$ cat config.mk
export PLATFORM = sky130hd
export DESIGN_NAME = ata_taskfile_regs
export DESIGN_NICKNAME = d
export VERILOG_FILES = /design/src/rtl/ata_tf_pkg.sv /design/src/rtl/ata_tf_decode.sv /design/src/rtl/ata_tf_status.sv /design/src/rtl/ata_tf_rdmux.sv /design/src/rtl/ata_taskfile_regs.sv
export SDC_FILE = /design/constraint.sdc
export NUM_CORES = 1
export LEC_CHECK = 0
export BUFFER_PORTS_ARGS = -buffer_cell sky130_fd_sc_hd__buf_2
export CORE_UTILIZATION = 35
export CTS_BUF_LIST = sky130_fd_sc_hd__clkbuf_8
export CTS_CLUSTER_DIAMETER = 200
export DETAILED_ROUTE_END_ITERATION = 12
export GPL_ROUTABILITY_DRIVEN = 0
export SLEW_MARGIN = 20
export SYNTH_ARGS = -nofsm -noshare
export SYNTH_HDL_FRONTEND = slang
export SYNTH_SLANG_ARGS = --single-unit
$ cat constraint.sdc
create_clock -name clk -period 4.6 [get_ports clk]
set_clock_uncertainty 0.2 [all_clocks]
set_input_delay 0.46 -clock clk [delete_from_list [all_inputs] [get_ports clk]]
set_output_delay 0.46 -clock clk [all_outputs]
set_load 0.01 [all_outputs]
$ cat src/rtl/ata_tf_pkg.sv
package ata_tf_pkg;

    localparam int REG_W   = 8;
    localparam int N_PARAM = 5;   // count, addr0, addr1, addr2, drive/head

    localparam int BSY_BIT  = 7;
    localparam int DRQ_BIT  = 3;
    localparam int NIEN_BIT = 1;

    localparam int A_DATA  = 0;
    localparam int A_FEAT  = 1;
    localparam int A_PARAM = 2;   // first parameter address
    localparam int A_CMD   = 7;
    localparam int A_CTL   = 8;

    typedef struct packed {
        logic               data;
        logic               feat;
        logic               cmd;
        logic               ctl;
        logic [N_PARAM-1:0] param;
    } tf_sel_t;

endpackage

$ cat src/rtl/ata_tf_decode.sv
module ata_tf_decode
    import ata_tf_pkg::*;
#(
    parameter int ADDR_W = 4
) (
    input  logic [ADDR_W-1:0] addr,
    output tf_sel_t           sel
);

    always_comb begin
        sel.data = (addr == ADDR_W'(A_DATA));
        sel.feat = (addr == ADDR_W'(A_FEAT));
        sel.cmd  = (addr == ADDR_W'(A_CMD));
        sel.ctl  = (addr == ADDR_W'(A_CTL));
        for (int i = 0; i < N_PARAM; i++) begin
            sel.param[i] = (addr == ADDR_W'(A_PARAM + i));
        end
    end

endmodule

$ cat src/rtl/ata_tf_status.sv
module ata_tf_status
    import ata_tf_pkg::*;
#(
    parameter logic [REG_W-1:0] STATUS_RST = 8'h50
) (
    input  logic             clk,
    input  logic             rst_n,
    input  logic             dev_status_we,
    input  logic [REG_W-1:0] dev_status_in,
    input  logic             dev_irq_set,
    input  logic             cmd_go,
    input  logic             status_rd,
    input  logic             nien,
    output logic [REG_W-1:0] status_q,
    output logic             pending_q,
    output logic             irq
);

    typedef struct packed {
        logic [REG_W-1:0] status;
        logic             pending;
    } st_t;

    st_t st_d, st_q;

    always_comb begin
        st_d = st_q;
        if (dev_status_we) st_d.status = dev_status_in;
        if (cmd_go)        st_d.status[BSY_BIT] = 1'b1;
        if (cmd_go || status_rd) st_d.pending = 1'b0;
        if (dev_irq_set)   st_d.pending = 1'b1;   // device set wins
    end

    always_ff @(posedge clk) begin
        if (!rst_n) begin
            st_q.status  <= STATUS_RST;
            st_q.pending <= 1'b0;
        end else begin
            st_q <= st_d;
        end
    end

    assign status_q  = st_q.status;
    assign pending_q = st_q.pending;
    assign irq       = st_q.pending & ~nien;

endmodule

$ cat src/rtl/ata_tf_rdmux.sv
module ata_tf_rdmux
    import ata_tf_pkg::*;
#(
    parameter int DATA_W = 16
) (
    input  tf_sel_t                        sel,
    input  logic [DATA_W-1:0]              pio_rd_data,
    input  logic [REG_W-1:0]               error_q,
    input  logic [N_PARAM-1:0][REG_W-1:0]  param_q,
    input  logic [REG_W-1:0]               status_q,
    output logic [DATA_W-1:0]              rdata
);

    always_comb begin
        rdata = '0;
        if (sel.data) rdata = pio_rd_data;
        if (sel.feat) rdata = DATA_W'(error_q);
        for (int i = 0; i < N_PARAM; i++) begin
            if (sel.param[i]) rdata = DATA_W'(param_q[i]);
        end
        if (sel.cmd || sel.ctl) rdata = DATA_W'(status_q);
    end

endmodule

$ cat src/rtl/ata_taskfile_regs.sv
module ata_taskfile_regs
    import ata_tf_pkg::*;
#(
    parameter int               ADDR_W     = 4,
    parameter int               DATA_W     = 16,
    parameter logic [REG_W-1:0] STATUS_RST = 8'h50
) (
    input  logic              clk,
    input  logic              rst_n,
    input  logic [ADDR_W-1:0] bus_addr,
    input  logic              bus_wr,
    input  logic              bus_rd,
    input  logic [DATA_W-1:0] bus_wdata,
    output logic [DATA_W-1:0] bus_rdata,
    output logic              pio_wr_strobe,
    output logic [DATA_W-1:0] pio_wr_data,
    output logic              pio_rd_strobe,
    input  logic [DATA_W-1:0] pio_rd_data,
    input  logic              dev_status_we,
    input  logic [REG_W-1:0]  dev_status_in,
    input  logic              dev_error_we,
    input  logic [REG_W-1:0]  dev_error_in,
    input  logic              dev_irq_set,
    output logic              cmd_valid,
    output logic [REG_W-1:0]  cmd_code,
    output logic [REG_W-1:0]  feature,
    output logic [REG_W-1:0]  dev_ctrl,
    output logic              irq
);

    typedef struct packed {
        logic [N_PARAM-1:0][REG_W-1:0] param;
        logic [REG_W-1:0]              feature;
        logic [REG_W-1:0]              error;
        logic [REG_W-1:0]              devctl;
        logic                          cmd_valid;
        logic [REG_W-1:0]              cmd_code;
    } tf_t;

    tf_t              tf_d, tf_q;
    tf_sel_t          sel;
    logic [REG_W-1:0] status_q;
    logic             pending_q;
    logic             accept;
    logic             cmd_go;
    logic             status_rd;

    ata_tf_decode #(.ADDR_W(ADDR_W)) u_dec (
        .addr (bus_addr),
        .sel  (sel)
    );

    assign accept    = ~status_q[BSY_BIT] & ~status_q[DRQ_BIT];
    assign cmd_go    = bus_wr & sel.cmd & accept;
    assign status_rd = bus_rd & sel.cmd;

    always_comb begin
        tf_d           = tf_q;
        tf_d.cmd_valid = 1'b0;
        if (bus_wr) begin
            if (sel.feat && accept) tf_d.feature = bus_wdata[REG_W-1:0];
            for (int i = 0; i < N_PARAM; i++) begin
                if (sel.param[i] && accept) tf_d.param[i] = bus_wdata[REG_W-1:0];
            end
            if (sel.ctl) tf_d.devctl = bus_wdata[REG_W-1:0];
        end
        if (cmd_go) begin
            tf_d.cmd_valid = 1'b1;
            tf_d.cmd_code  = bus_wdata[REG_W-1:0];
        end
        if (dev_error_we) tf_d.error = dev_error_in;
    end

    always_ff @(posedge clk) begin
        if (!rst_n) begin
            tf_q <= '0;
        end else begin
            tf_q <= tf_d;
        end
    end

    ata_tf_status #(.STATUS_RST(STATUS_RST)) u_stat (
        .clk           (clk),
        .rst_n         (rst_n),
        .dev_status_we (dev_status_we),
        .dev_status_in (dev_status_in),
        .dev_irq_set   (dev_irq_set),
        .cmd_go        (cmd_go),
        .status_rd     (status_rd),
        .nien          (tf_q.devctl[NIEN_BIT]),
        .status_q      (status_q),
        .pending_q     (pending_q),
        .irq           (irq)
    );

    ata_tf_rdmux #(.DATA_W(DATA_W)) u_rd (
        .sel         (sel),
        .pio_rd_data (pio_rd_data),
        .error_q     (tf_q.error),
        .param_q     (tf_q.param),
        .status_q    (status_q),
        .rdata       (bus_rdata)
    );

    assign pio_wr_strobe = bus_wr & sel.data;
    assign pio_rd_strobe = bus_rd & sel.data;
    assign pio_wr_data   = bus_wdata;
    assign cmd_valid     = tf_q.cmd_valid;
    assign cmd_code      = tf_q.cmd_code;
    assign feature       = tf_q.feature;
    assign dev_ctrl      = tf_q.devctl;

endmodule

# --- Yosys cells after proc, flatten, opt, wreduce, memory -nomap -nowiden ---
# Cells that the tools add are included.
classes:
  n_addsub: 0
  multipliers: 0
  n_div: 0
  n_lt_le_gt_ge: 0
  n_eq_ne: 8
  shift: 0
  muxes: 13
  n_bitwise: 10
  reduce_logical: 18
op_table:
  columns: ["operator", "count"]
  rows:
  - ["$mux 16", 8]
  - ["$eq 4x3->1 const B", 4]
  - ["$reduce_and 2->1", 7]
  - ["$mux 9", 1]
  - ["$eq 4x2->1 const B", 2]
  - ["$mux 8", 1]
  - ["$and 1x1->1", 7]
  - ["$logic_and 1x1->1", 6]
  - ["$eq 4x1->1 const B", 1]
  - ["$eq 4x4->1 const B", 1]
  - ["$logic_not 4->1", 1]
  - ["$reduce_bool 2->1", 2]
  - ["$mux 1", 3]
  - ["$not 1->1", 3]
  - ["$logic_or 1x1->1", 2]
word_totals:
  ff_bits: 82
  latch_bits: 0
  ram_bits: 0
  rom_bits: 0
  inputBits: 59
  n_memories: 0

# --- Depth between registers and ports, before layout ---
logic_depth:
  depth_word: 9
  ltp_mapped: 6
  mapped_depth_nobuf: 4

# --- By module ---
# From an unflattened synthesis, not the netlist that was laid out.
unflattened:
  cells_unflattened: 444
  hier_area_um2: 4159.0
by_module_without_submodules:
  columns: ["mod", "instances", "cells_each", "area_each_um2", "seq_area_each_um2"]
  rows:
  - ["ata_taskfile_regs", 1, 306, 3047.9, 1461.4]
  - ["ata_tf_rdmux", 1, 100, 676.9, 0.0]
  - ["ata_tf_status", 1, 29, 344.1, 180.2]
  - ["ata_tf_decode", 1, 9, 90.1, 0.0]

# --- Least setup slack after synthesis ---
# OpenSTA, ideal clock, no wires.
synth_path:
  path_type: "input-to-output"
  from: "in bus_addr[1]"
  to: "out bus_rdata[0]"
  arrival_time_ps: 1507
  path_slack_ps: 2433
  stages: 5
  path_buffers: 1
  path_cell_list: "or4b_1 > clkbuf_1 > o21ai_0 > a31oi_1 > o221ai_1"
synth_between:
  elab_chain_cells: 9
  word_cells_on_any_way: 18
  cone_classes: "eq/ne: 8; mux: 8; reduce/logical: 2"
synth_lines:
  columns: ["item", "line_no", "source"]
  rows:
  - ["from (decl)", "ata_taskfile_regs.sv:10", "input logic [ADDR_W-1:0] bus_addr,"]
  - ["$logic_not 4->1", "ata_tf_decode.sv:11", "sel.data = (addr == ADDR_W'(A_DATA));"]
  - ["$mux 16", "ata_tf_rdmux.sv:16", "if (sel.data) rdata = pio_rd_data;"]
  - ["$mux 16", "ata_tf_rdmux.sv:17", "if (sel.feat) rdata = DATA_W'(error_q);"]
  - ["$mux 16 (5 in series)", "ata_tf_rdmux.sv:19", "if (sel.param[i]) rdata = DATA_W'(param_q[i]);"]
  - ["$mux 16 (*)", "ata_tf_rdmux.sv:21", "if (sel.cmd || sel.ctl) rdata = DATA_W'(status_q);"]
  - ["to (decl)", "ata_taskfile_regs.sv:14", "output logic [DATA_W-1:0] bus_rdata,"]
# Mark *: on every way between the ends. The rest lies on a longest branch, timed or not.

# --- Final worst setup path ---
layout_path:
  from: "in bus_addr[1]"
  to: "out bus_rdata[7]"
# Same word-level chain as after synthesis.

==> metrics <==
post-cts sizing count=0; Worst Tran Pin Value=1.03 ns; CP arrival=2.39 ns; RSZ-0062 raised after global routing=false; row cnt=40; Num Clock Sinks=82; Final Hold Fails=0; Slew headroom=31.6%; clk slew on worst S/H paths=0.08 ns; core footprint=12,100 um2; worst-path fanout max=41; syn nets=538; Mapped Cells=479; top cells by area, synth=dfxtp_1 38%, mux2i_1 18%, nor2b_1 12%; fmax=328 MHz; first-pass GRT wire length=16.8 mm; reg2reg setup slack=2.43 ns; CP Class=primary input to output port; pin count of the biggest net entering global routing=50; number of fill cells=1,203; fin nets=571; post-layout util=40.0%; diode count=0; initial core utilization=36.1%; Critical Path Sink Type=output port; # DRC=0; post-detail-place hpwl=7.70 mm; Post-Syn Area per Cell=9.10 um2; Root Driver=clkbuf_8; total grt overflow=0; vias in the first global route=3,033; DR vias=3,325; final setup fails=0; largest family of logic cells by synthesized area=simple AND/OR/NAND/NOR gates; Synth Flop Type=dfxtp_1; post-synthesis mux area share=18.4%; status=finished clean; clock latency on the worst-skew pair=0.36 ns; cts hold-fix bufs=0; Min Clock Period, post-route=3.05 ns; I/O pin count=119; initial antenna violation count=0; total wire length=11.0 mm; count of input and output buffers=102; multi-input logic area=2170 um2; Avg WL per Cell=16.1 um; DRT antenna net count=0; Total GRT Usage=17.3%; area delta synth->final=10.6%; max cap viols=0; clk buf depth=2; Sum Neg Setup Slack=0 ns; PD cells=300 nW/um2; Critical Path Start Type=primary input; Seq/Total Area, Yosys=37.7%; share of cells above drive strength 1=25.0%; Final Cell Area=4820 um2; Synth Area in Simple Gates=20.2%; drt first pass iters=5; violation count after the first detailed-routing iteration=245; area post-placement=4610 um2; Via density=4.85; total power=1.45 mW; die width=114 um; Synth top area share=37.7%; maximum VDD drop=106 uV; htree depth=3; synth cell count leaders=82 x dfxtp_1, 82 x nor2b_1, 79 x mux2i_1, 40 x buf_4, 24 x o21ai_0; # Post-CTS Setup Buffers=0; register bit total from synthesis=82; synth unique cells=32; Place WS=1.58 ns; XOR/XNOR Fraction of Synth Area=0%; register area=1640 um2; post-synth top area cell=dfxtp_1; Post-synth EDFFs=0; netlist area before placement=4360 um2; CTS Buf Count=9; Die H=114 um; final worst-path setup slack=1.55 ns; Crit path required time=3.94 ns; Synth Area in Compound Gates=11.0%; post-synthesis async set-or-reset flop share=0%; worst hold path type=primary input to register; Synth warnings=0; CTS tree=built; adder-cell share of the synthesized area=0%; total die area=12,900 um2; Final Cycle Share=66.3%; Max Slew Vio Count=0; Pleak=2.18 nW
[placed cells by master, fill, tap and decap left out, drive strengths merged, types with 2 or more instances in the layout]
cell / instances
o221ai: 8
a21oi: 9
a31oi: 8
mux2i: 79
nor3b: 2
inv: 16
clkbuf: 10
or4b: 2
nand3: 5
nor2b: 82
a22oi: 8
nor2: 10
o21a: 9
o22ai: 8
buf: 103
clkinv: 2
nand2b: 9
dfxtp: 82
clkinvlp: 3
nand2: 19
and3: 10
o21ai: 25
[cell families (layout without fill, tap and decap cells)]
kind of cell	count (synthesis)	in the layout
AO/OA/AOI/OAI	76	76
AND/OR/NAND/NOR	144	144
multiplexers	80	80
buffers and inverters	97	135
flip-flops	82	82
[power by group]
group / total, mW / internal, mW / switching (mW) / leakage [nW]
clock network: 0.539 / 0.265 / 0.274 / 0.0945
logic: 0.176 / 0.0743 / 0.102 / 1.42
registers: 0.733 / 0.724 / 0.00859 / 0.665
[layer usage]
metal  wire length (um)  track usage [%]
met1               5350             24.1
met2               4720             26.3
met3                773             3.35
met4                175             6.58
met5                  0                0
[cell type report]
class / count / area share, %
Clock buffer: 10 / 2.86
Tap cell: 168 / 4.36
Timing Repair Buffer: 103 / 11.0
Sequential cell: 82 / 34.1
Inverter: 16 / 1.25
Multi-Input combinational cell: 300 / 45.1
Clock inverter: 6 / 1.38
[through the flow]
| stage | cells | hold WS [ns] |
|---|---|---|
| finish | 685 | 0.113 |
| global route | 685 | 0.117 |
| floorplan | 479 | 0.241 |
| detailed placement | 669 | 0.272 |
| global placement | 668 | 0.260 |
| CTS | 685 | 0.0969 |
[path summary, 6_finish.rpt]
| check | start | endpoint | cells after the start |
|---|---|---|---|
| worst max-delay path | bus_addr[1] | bus_rdata[7] | 5 |
| worst min-delay path | dev_status_in[6] | u_stat.status_q[6]$_SDFFE_PN1P_ | 3 |
| worst max register to register | u_stat.status_q[7]$_SDFFE_PN0P_ | cmd_code[2]$_SDFFE_PN0P_ | 4 |
| worst min register to register | u_stat.status_q[6]$_SDFFE_PN1P_ | u_stat.status_q[6]$_SDFFE_PN1P_ | 2 |
[worst max-delay path, cell delays in order]
cell and delay, ns:
buf_2 0.50, nor2b_1 0.72, a22oi_1 0.22, o221ai_1 0.28, buf_2 0.20
[state kept, by name (all words and copies together) (netlist names)]
| register | flops |
|---|---|
| u_stat.status_q | 8 |
| dev_ctrl | 8 |
| feature | 8 |
| cmd_code | 8 |
| u_stat.pending_q | 1 |
| tf_q | 48 |
| cmd_valid | 1 |
(Power assumes the default switching activity.)
